`config.mk`:
```
export PLATFORM = sky130hd
export DESIGN_NAME = hostreg_spi_engine
export DESIGN_NICKNAME = d
export VERILOG_FILES = /design/src/rtl/hostreg_spi_engine.sv
export SDC_FILE = /design/constraint.sdc
export NUM_CORES = 1
export LEC_CHECK = 0
export BUFFER_PORTS_ARGS = -buffer_cell sky130_fd_sc_hd__buf_4
export CAP_MARGIN = 20
export CORE_MARGIN = 3
export CORE_UTILIZATION = 57
export CTS_BUF_LIST = sky130_fd_sc_hd__clkbuf_8
export DETAILED_ROUTE_END_ITERATION = 7
export GPL_TIMING_DRIVEN = 0
export PLACE_DENSITY_LB_ADDON = 0.25
export SLEW_MARGIN = 20
export SYNTH_ARGS = -nofsm -noshare
export SYNTH_HDL_FRONTEND = slang
export SYNTH_SLANG_ARGS = --single-unit
```
`constraint.sdc`:
```
create_clock -name clk -period 2.6 [get_ports clk]
set_input_delay 0.26 -clock clk [delete_from_list [all_inputs] [get_ports clk]]
set_output_delay 0.26 -clock clk [all_outputs]
set_load 0.005 [all_outputs]
```
`src/rtl/hostreg_spi_engine.sv`:
```
module hostreg_spi_engine #(
  parameter int AW         = 16,
  parameter int SLOW_HALF  = 4,
  parameter int FAST_HALF  = 2,
  parameter int PAGE_BYTES = 256
) (
  input  logic          clk,
  input  logic          rst_n,
  input  logic [AW-1:0] base_port,
  input  logic          io_wr,
  input  logic          io_rd,
  input  logic [AW-1:0] io_addr,
  input  logic [7:0]    io_wdata,
  output logic [7:0]    io_rdata,
  output logic          spi_sck,
  output logic          spi_csn,
  output logic          spi_mosi,
  input  logic          spi_miso
);
  localparam int MAXH = (SLOW_HALF > FAST_HALF) ? SLOW_HALF : FAST_HALF;
  localparam int CW   = (MAXH > 1) ? $clog2(MAXH) : 1;
  localparam int PCW  = $clog2(PAGE_BYTES + 1);

  typedef enum logic [1:0] {S_IDLE, S_SHIFT, S_LAST, S_WIN} st_t;

  st_t            st;
  logic [7:0]     regs [1:7];
  logic [7:0]     txq  [0:4];
  logic [7:0]     tx_n [0:4];
  logic [2:0]     nwr, nwr_n, bitc;
  logic [3:0]     nbytes, bidx;
  logic [7:0]     shreg, rxsh;
  logic           fast, win;
  logic [CW-1:0]  dcnt;
  logic [PCW-1:0] pcnt;

  wire       hit     = io_addr[AW-1:3] == base_port[AW-1:3];
  wire [2:0] off     = io_addr[2:0];
  wire       busy    = (st == S_SHIFT) || (st == S_LAST);
  wire       ctrl_wr = io_wr && hit && (off == 3'd0);
  wire       go_cmd  = ctrl_wr && (st == S_IDLE) && (io_wdata[7:5] == 3'b010);
  wire       go_pp   = ctrl_wr && (st == S_IDLE) && (io_wdata[7:5] == 3'b001) && (io_wdata[3:0] == 4'd0);
  wire       pp_end  = ctrl_wr && (st == S_WIN) && (io_wdata == 8'd0);
  wire       pp_data = io_wr && hit && (off == 3'd7) && (st == S_WIN) && (pcnt != PCW'(PAGE_BYTES));
  wire       reg_wr  = io_wr && hit && (off != 3'd0) && !((st == S_WIN) && (off == 3'd7));
  wire [CW-1:0] half = fast ? CW'(FAST_HALF - 1) : CW'(SLOW_HALF - 1);
  wire       tick      = dcnt == half;
  wire       last_byte = bidx == nbytes - 4'd1;
  wire [2:0] nxt       = bidx[2:0] + 3'd1;
  wire [2:0] rx_slot   = bidx[2:0] - nwr + 3'd5;

  assign spi_mosi = shreg[7];
  assign io_rdata = !(io_rd && hit) ? 8'h00 : (off == 3'd0) ? {busy, 7'd0} : regs[off];

  always_comb begin
    case (io_wdata[1:0])
      2'd0:    nwr_n = 3'd1;
      2'd1:    nwr_n = 3'd2;
      2'd2:    nwr_n = 3'd4;
      default: nwr_n = 3'd5;
    endcase
    tx_n[0] = regs[1];
    tx_n[1] = (io_wdata[1:0] == 2'd1) ? regs[7] : regs[4];
    tx_n[2] = regs[3];
    tx_n[3] = regs[2];
    tx_n[4] = regs[7];
  end

  always_ff @(posedge clk or negedge rst_n) begin
    if (!rst_n) begin
      st <= S_IDLE;
      for (int i = 1; i < 8; i++) regs[i] <= 8'd0;
      for (int i = 0; i < 5; i++) txq[i] <= 8'd0;
      nwr <= 3'd1; nbytes <= 4'd1; bidx <= 4'd0; bitc <= 3'd0;
      shreg <= 8'd0; rxsh <= 8'd0; fast <= 1'b0; win <= 1'b0;
      dcnt <= '0; pcnt <= '0;
      spi_sck <= 1'b0; spi_csn <= 1'b1;
    end else begin
      if (reg_wr) regs[off] <= io_wdata;
      case (st)
        S_IDLE: begin
          if (go_cmd || go_pp) begin
            txq    <= tx_n;
            shreg  <= tx_n[0];
            nwr    <= go_pp ? 3'd4 : nwr_n;
            nbytes <= go_pp ? 4'd4 : {1'b0, nwr_n} + {2'b0, io_wdata[3:2]};
            fast   <= io_wdata[4];
            win    <= go_pp;
            pcnt   <= '0;
            bidx   <= 4'd0;
            bitc   <= 3'd0;
            dcnt   <= '0;
            spi_csn <= 1'b0;
            st     <= S_SHIFT;
          end
        end
        S_SHIFT: begin
          if (!tick) dcnt <= dcnt + CW'(1);
          else begin
            dcnt <= '0;
            if (!spi_sck) begin
              spi_sck <= 1'b1;
              rxsh    <= {rxsh[6:0], spi_miso};
            end else begin
              spi_sck <= 1'b0;
              if (bitc != 3'd7) begin
                bitc  <= bitc + 3'd1;
                shreg <= {shreg[6:0], 1'b0};
              end else begin
                bitc <= 3'd0;
                if (bidx[2:0] >= nwr) regs[rx_slot] <= rxsh;
                if (last_byte) st <= S_LAST;
                else begin
                  bidx  <= bidx + 4'd1;
                  shreg <= (nxt < nwr) ? txq[nxt] : 8'd0;
                end
              end
            end
          end
        end
        S_LAST: begin
          if (win) st <= S_WIN;
          else begin
            spi_csn <= 1'b1;
            st      <= S_IDLE;
          end
        end
        default: begin
          if (pp_end) begin
            spi_csn <= 1'b1;
            win     <= 1'b0;
            st      <= S_IDLE;
          end else if (pp_data) begin
            shreg  <= io_wdata;
            nwr    <= 3'd1;
            nbytes <= 4'd1;
            bidx   <= 4'd0;
            bitc   <= 3'd0;
            dcnt   <= '0;
            pcnt   <= pcnt + PCW'(1);
            st     <= S_SHIFT;
          end
        end
      endcase
    end
  end

  assert_idle_cs_high_R2: assert property (@(posedge clk) disable iff (!rst_n)
    (st == S_IDLE) |-> spi_csn);
  assert_busy_end_cs_R2: assert property (@(posedge clk) disable iff (!rst_n)
    $fell(busy) |-> (spi_csn != win));
  assert_clock_idle_low_R6: assert property (@(posedge clk) disable iff (!rst_n)
    !busy |-> !spi_sck);
  assert_ctrl_ignored_R7: assert property (@(posedge clk) disable iff (!rst_n)
    (busy && ctrl_wr) |=> ($stable(nbytes) && $stable(fast)));
  assert_byte_bound_R3: assert property (@(posedge clk) disable iff (!rst_n)
    (st == S_SHIFT) |-> (bidx < nbytes));
  assert_page_limit_R9: assert property (@(posedge clk) disable iff (!rst_n)
    pcnt <= PCW'(PAGE_BYTES));
  assert_window_cs_low_R8: assert property (@(posedge clk) disable iff (!rst_n)
    (st == S_WIN) |-> !spi_csn);
endmodule

```
==> impl_metrics.ini, run 1 <==
[status]
outcome = complete, no violations

[synth]
synth_fp_nets = 961
synthTopCellsByCount = nand2_1, dfrtp_1, mux2i_1, nor2_1, a21oi_1
synth-simple-area-share_pct = 18.3
ys_warn_count = 0
yosysSeqAreaShare_pct = 42.3
synth_xor_area_share_pct = 2.69
synth_area_leaders = dfrtp_1, mux2i_1, nand2_1, mux2_2, ha_1
synth_top_family_by_area = simple AND/OR/NAND/NOR gates
synth-compound-area-share_pct = 13.2
synth_edf_count = 0
yosysUniqueCellTypes = 63
async_flop_share_pct = 100
ys_ff_latch = 143
yosys.area_share.adder_pct = 4.08
yosys.area.top_type_share_pct = 41.4
synth_top_area_cell = dfrtp_1
post_synth.cell_area_avg_um2 = 9.52
synth.most_common_cell = nand2_1
muxShareOfSynthArea_pct = 15.8
netlist_area_um2 = 8460
synth_ff_type = dfrtp_1
syn_inst = 889

[die]
io-pin-count = 56
die_height_um = 128
start_util_pct = 59.6
dieArea_um2 = 16300
core_um2 = 14200
die_w_um = 128
fp-row-count = 43

[worst_setup_path]
r2r-end = shreg[0]
r2r-start = st[1]
cp-end-kind = flop
crit_arrival_ns = 2.87
rr_worst_depth = 9
critPathKind = primary input to flop
ff2ff_setup_slack_ns = 0.09
crit_required_ns = 2.94
path_max_fanout = 8
critPathLaunchType = primary input

[detailed_routing]
drt_iter0_drc = 1042
num_vias = 7288
vias_per_cell = 6.26
ant_nets = 0
drt_pass1_iterations = 7
totalWireLength_mm = 24.8
wl_per_cell_um = 21.3
drc = 0

[sta]
fin_crit_sh_pct = 97.3
skew_ns = 0.0145
maxSlewViolCount = 0
fin_crit_ns = 2.53
max_freq_ghz = 0.395
relSlewSlack_pct = 36.7
hold_viol = 0
worst_slew_pin_slew_ns = 0.937
setup_viol = 0

[clock_tree]
cts_max_path_buffers = 2
cts_sinks = 143
cts_root_buf = clkbuf_8
path_clk_slew_ns = 0.07
numCtsBuffers = 17
h-tree-depth = 4
cts_tree = built
clkLatencyLatePin_ns = 0.46

[power]
p_leak_nw = 4.35
power-per-cell-area_nw_per_um2 = 663
ir_drop_v = 0.000408

[job]
max_cap_violations = 0

[layout]
fin_util_pct = 68.7
syn_to_final_growth_pct = 15.4
fill_cells = 1140
final_nets = 1044
final_area_um2 = 9760
diodes = 0
seqCellArea_um2 = 3590
layout-drive-gt1-share_pct = 19.9
multi_input_area_um2 = 4670

[global_route]
grt_overflow = 0
antenna_found_initial = 0
track_usage_pct = 30.5
grt_max_degree = 93
grt_pass1_wl_mm = 38.2
grt_pass1_vias = 6865

[placed_design]
place.gp.congestion = 0.946
hpwl_mm = 17.4
io_buffers = 48
place_area_um2 = 9100

[min_path]
hold_class = primary input to flop
whs_path_depth = 2
min_from = spi_miso
min_to = rxsh[0]
==> power by group <==
group          internal (W)  leakage [nW]  total (W)  switching [W]
combinational      0.000853          2.45    0.00207        0.00122
sequential          0.00238          1.69    0.00254       0.000158
clock              0.000985         0.212    0.00186       0.000880
==> flip-flops by register name, indices dropped and copies added (netlist names) <==
register / count
regs: 56
win: 1
txq: 40
pcnt: 9
nwr: 3
dcnt: 2
bitc: 3
spi_sck: 1
fast: 1
spi_csn: 1
rxsh: 8
st: 2
shreg: 8
nbytes: 4
bidx: 4
==> how the worst max path moves through the flow <==
stage	to	cells after the start	start	slack, ns
finish	regs[8]	8	base_port[13]	0.07
global route	regs[33]	11	nwr[1]	-0.008
CTS	shreg[0]	9	st[1]	0.003
detailed placement	txq[15]	13	io_wdata[1]	-0.79
global placement	txq[7]	13	io_wdata[1]	-0.74
floorplan	regs[21]	10	bidx[0]	0.16
==> critical path: stages <==
cell	delay [ns]
buf_4	0.11
xnor2_1	0.21
nand4_1	0.18
or4_1	0.56
buf_2	0.23
nor4_4	0.65
mux2_1	0.39
mux2_2	0.27
==> timing repair <==
item	4_1_cts	5_1_grt
pin swaps	2	3
buffers inserted	3	12
setup endpoints to repair	82	75
resized for setup	20	40
hold buffers	1	0
hold endpoints to repair	48	0
==> per-layer routing <==
metal	track usage (%)	share of wire [%]	vias up
li1	-	-	3344
met1	44.4	43	3532
met2	45.8	45	364
met3	6.33	9.0	48
met4	10.4	2.8	0
met5	0	0	-
==> cell usage in the layout, fill, tap and decap left out, types with 10 or more instances in the layout <==
| cell | netlist | layout |
|---|---|---|
| dfrtp_1 | 140 | 137 |
| xnor2_1 | 21 | 19 |
| mux4_2 | 11 | 11 |
| clkbuf_8 | 0 | 19 |
| ha_1 | 26 | 23 |
| inv_1 | 23 | 24 |
| mux2_2 | 37 | 37 |
| and3_1 | 13 | 13 |
| a21oi_1 | 62 | 62 |
| o21ai_0 | 49 | 49 |
| nand4_1 | 15 | 15 |
| buf_4 | 0 | 64 |
| mux2i_1 | 66 | 66 |
| nand2_1 | 146 | 146 |
| nand3_1 | 18 | 18 |
| nor2_1 | 66 | 64 |
| clkbuf_1 | 46 | 31 |
| nand2b_1 | 10 | 10 |
==> area by class of cell <==
class                   instances  share of cell area (%)
plain buffers                  54                    2.55
clock buffers                  19                    2.68
clock inverters                12                    1.47
inverters                      23                   0.884
multi-input cells             667                    47.9
flip-flops and latches        143                    36.7
well taps                     180                    2.31
repair buffers                 66                    5.51
==> metrics by stage <==
stage / worst slack, ns / total power (W) / TNS, ns / cells / hold WS (ns)
floorplan: 0.162 / 0.00383 / 0 / 889 / -0.0356
global placement: -0.737 / 0.00436 / -61.22 / 1117 / 0.441
detailed placement: -0.793 / 0.00441 / -57.92 / 1119 / 0.206
CTS: 0.00309 / 0.00635 / 0 / 1153 / 0.0316
global route: -0.00764 / 0.00677 / -0.0135 / 1164 / 0.0245
finish: 0.0698 / 0.00648 / 0 / 1164 / 0.0508
==> kinds of logic after synthesis <==
group | count (synthesis)
and+or+nand+nor | 321
DFF | 143
muxes | 115
AOI/OAI and AO/OA | 178
adders and majority gates | 27
xor gates and xnor gates | 26
buffers and inverters | 79
No activity file was read; power rests on OpenSTA's default activity.
==> run 2, diff against run 1 <==
- ABC_AREA: not set -> 1
==> run 2 against run 1 <==
- clock-buffer cell count grew 1
- highest routed layer unchanged
- power grew 7.7%
- worst hold slack gained 0.00082 ns
- fmax grew 5.5%
==> impl_metrics.ini, run 2 <==
[synth]
netlist_area_um2 = 8670
synth_edf_count = 0
post_synth.cell_area_avg_um2 = 7.60
synth.most_common_cell = nand2_1
synth_area_leaders = dfrtp_1, nand2_1, o21ai_0, inv_1, ha_1
synth_ff_type = dfrtp_1
synth_fp_nets = 1213
yosys.area.top_type_share_pct = 40.4
ys_ff_latch = 143
yosysSeqAreaShare_pct = 41.3
yosysUniqueCellTypes = 48
synth_top_area_cell = dfrtp_1
ys_warn_count = 0
synthTopCellsByCount = nand2_1, o21ai_0, dfrtp_1
syn_inst = 1141
async_flop_share_pct = 100

[layout]
largestRegisters = regs (56), txq (40), pcnt (9)
seqCellArea_um2 = 3580
final_nets = 1284
final_area_um2 = 9820
fill_cells = 1254
layout-drive-gt1-share_pct = 15.7
diodes = 0
multi_input_area_um2 = 4370
final_common_cell = nand2_1
final_cell_mix = nand2_1, o21ai_0, dfrtp_1, inv_1, nor2_1
stdcell_count = 1409
largest_register_ffs = 56
fin_util_pct = 66.8
syn_to_final_growth_pct = 13.2
largest_register = regs

[placed_design]
dp_cells = 1373
place_ws_ns = -0.138
io_buffers = 47
hpwl_mm = 19.7
place_area_um2 = 9290
place.gp.congestion = 1.00

[worst_setup_path]
crit_arrival_ns = 2.14
critPathKind = flop to output port
critPathLaunchType = flop
cp-end-kind = output port
crit_required_ns = 2.34
path_max_fanout = 3
ff2ff_setup_slack_ns = 0.22

[detailed_routing]
drt_iter0_drc = 1135
num_vias = 8413
ant_nets = 0
vias_per_cell = 5.97
drt_pass1_iterations = 8
totalWireLength_mm = 27.0
drc = 0
wl_per_cell_um = 19.2

[sta]
fin_crit_sh_pct = 92.3
skew_ns = 0.0158
relSlewSlack_pct = 53.6
hold_viol = 0
setup_viol = 0
max_freq_ghz = 0.417
worst_slew_pin_slew_ns = 0.697
fin_crit_ns = 2.40
maxSlewViolCount = 0
fin_tns_setup_ns = 0
worst_slack_ns = 0.201

[die]
start_util_pct = 59.0
io-pin-count = 56
core_um2 = 14700
fp-row-count = 44
die_height_um = 129
die_w_um = 129
dieArea_um2 = 16700

[clock_tree]
path_clk_slew_ns = 0.08
cts_tree = built
cts_root_buf = clkbuf_8
h-tree-depth = 4
cts_sinks = 143
numCtsBuffers = 17
cts_max_path_buffers = 2
clkLatencyLatePin_ns = 0.47

[job]
max_cap_violations = 0

[power]
ir_drop_v = 0.000588
p_leak_nw = 4.58
power-per-cell-area_nw_per_um2 = 711

[min_path]
hold_class = primary input to flop

[status]
outcome = complete, no violations

[global_route]
grt_max_degree = 101
grt_pass1_wl_mm = 42.3
antenna_found_initial = 0
grt_pass1_vias = 7702
track_usage_pct = 33.2
grt_overflow = 0
[run 2: cell count changes in the layout (fill, tap and decap cells not counted), moves of 37 or more]
cell	delta
inv_1	+86
o21ai_0	+95
nor3_1	+47
mux2i_1	-66
mux2_2	-37
a21oi_1	-47
nand2_1	+145
[run 2: worst paths after layout]
path | endpoint | depth (start not counted) | from
worst max-delay path | io_rdata[7] | 7 | regs[55]
worst min-delay path | rxsh[0] | 3 | spi_miso
worst max register to register | bitc[2] | 10 | st[0]
worst min register to register | spi_csn | 2 | spi_csn
max in group asynchronous | txq[28] | 3 | rst_n
min in group asynchronous | pcnt[6] | 2 | rst_n
[run 2: power by group]
group	total, W	switching, W	internal (W)
combinational	0.00228	0.00153	0.000752
sequential	0.00264	0.000198	0.00244
clock	0.00205	0.000926	0.00113
[run 2: repair_timing]
action                                  4_1_cts  5_1_grt
cloned                                        0        0
endpoints found under the setup margin       46      108
gates resized for setup                       3       21
setup buffers                                 0        3
hold endpoints to repair                     43        0
hold buffers                                  1        0
pin swaps                                     0        2
[run 2: stage by stage]
step | hold slack (ns) | power [W]
2_1_floorplan | -0.0356 | 0.00414
3_3_place_gp | 0.454 | 0.00478
3_5_place_dp | 0.169 | 0.00485
4_1_cts | 0.0506 | 0.00688
5_1_grt | 0.0560 | 0.00737
6_report | 0.0516 | 0.00698
[run 2: cells by family after synthesis]
group           Yosys count  share of synthesized area [%]
xor+xnor                 21                           2.12
flops                   143                           41.3
compound gates          283                           19.5
buf+inv                 174                           8.66
fa+ha+maj                27                           3.98
simple gates            493                           24.4
[run 2: final cells by class]
class                   instances  share of cell area (%)
plain buffers                  50                    2.93
clock buffers                  20                    2.80
clock inverters                12                    1.84
inverters                     124                    4.79
multi-input cells             824                    44.5
flip-flops and latches        143                    36.5
well taps                     184                    2.34
repair buffers                 52                    4.28
[run 2: critical path, stage by stage, from the launching register on]
cell       delay [ns]
dfrtp_1          0.40
inv_1            0.11
o21ai_0          0.14
o21ai_0          0.13
a2111oi_1        0.56
a21oi_1          0.09
nor2_1           0.11
buf_4            0.13
[run 2: per-layer routing]
layer	GRT usage (%)	part of all wire [%]	vias up
met5	0	0	-
met2	49.4	44	490
li1	-	-	3923
met1	47.6	41	3923
met4	13.7	3.7	0
met3	6.60	11	77
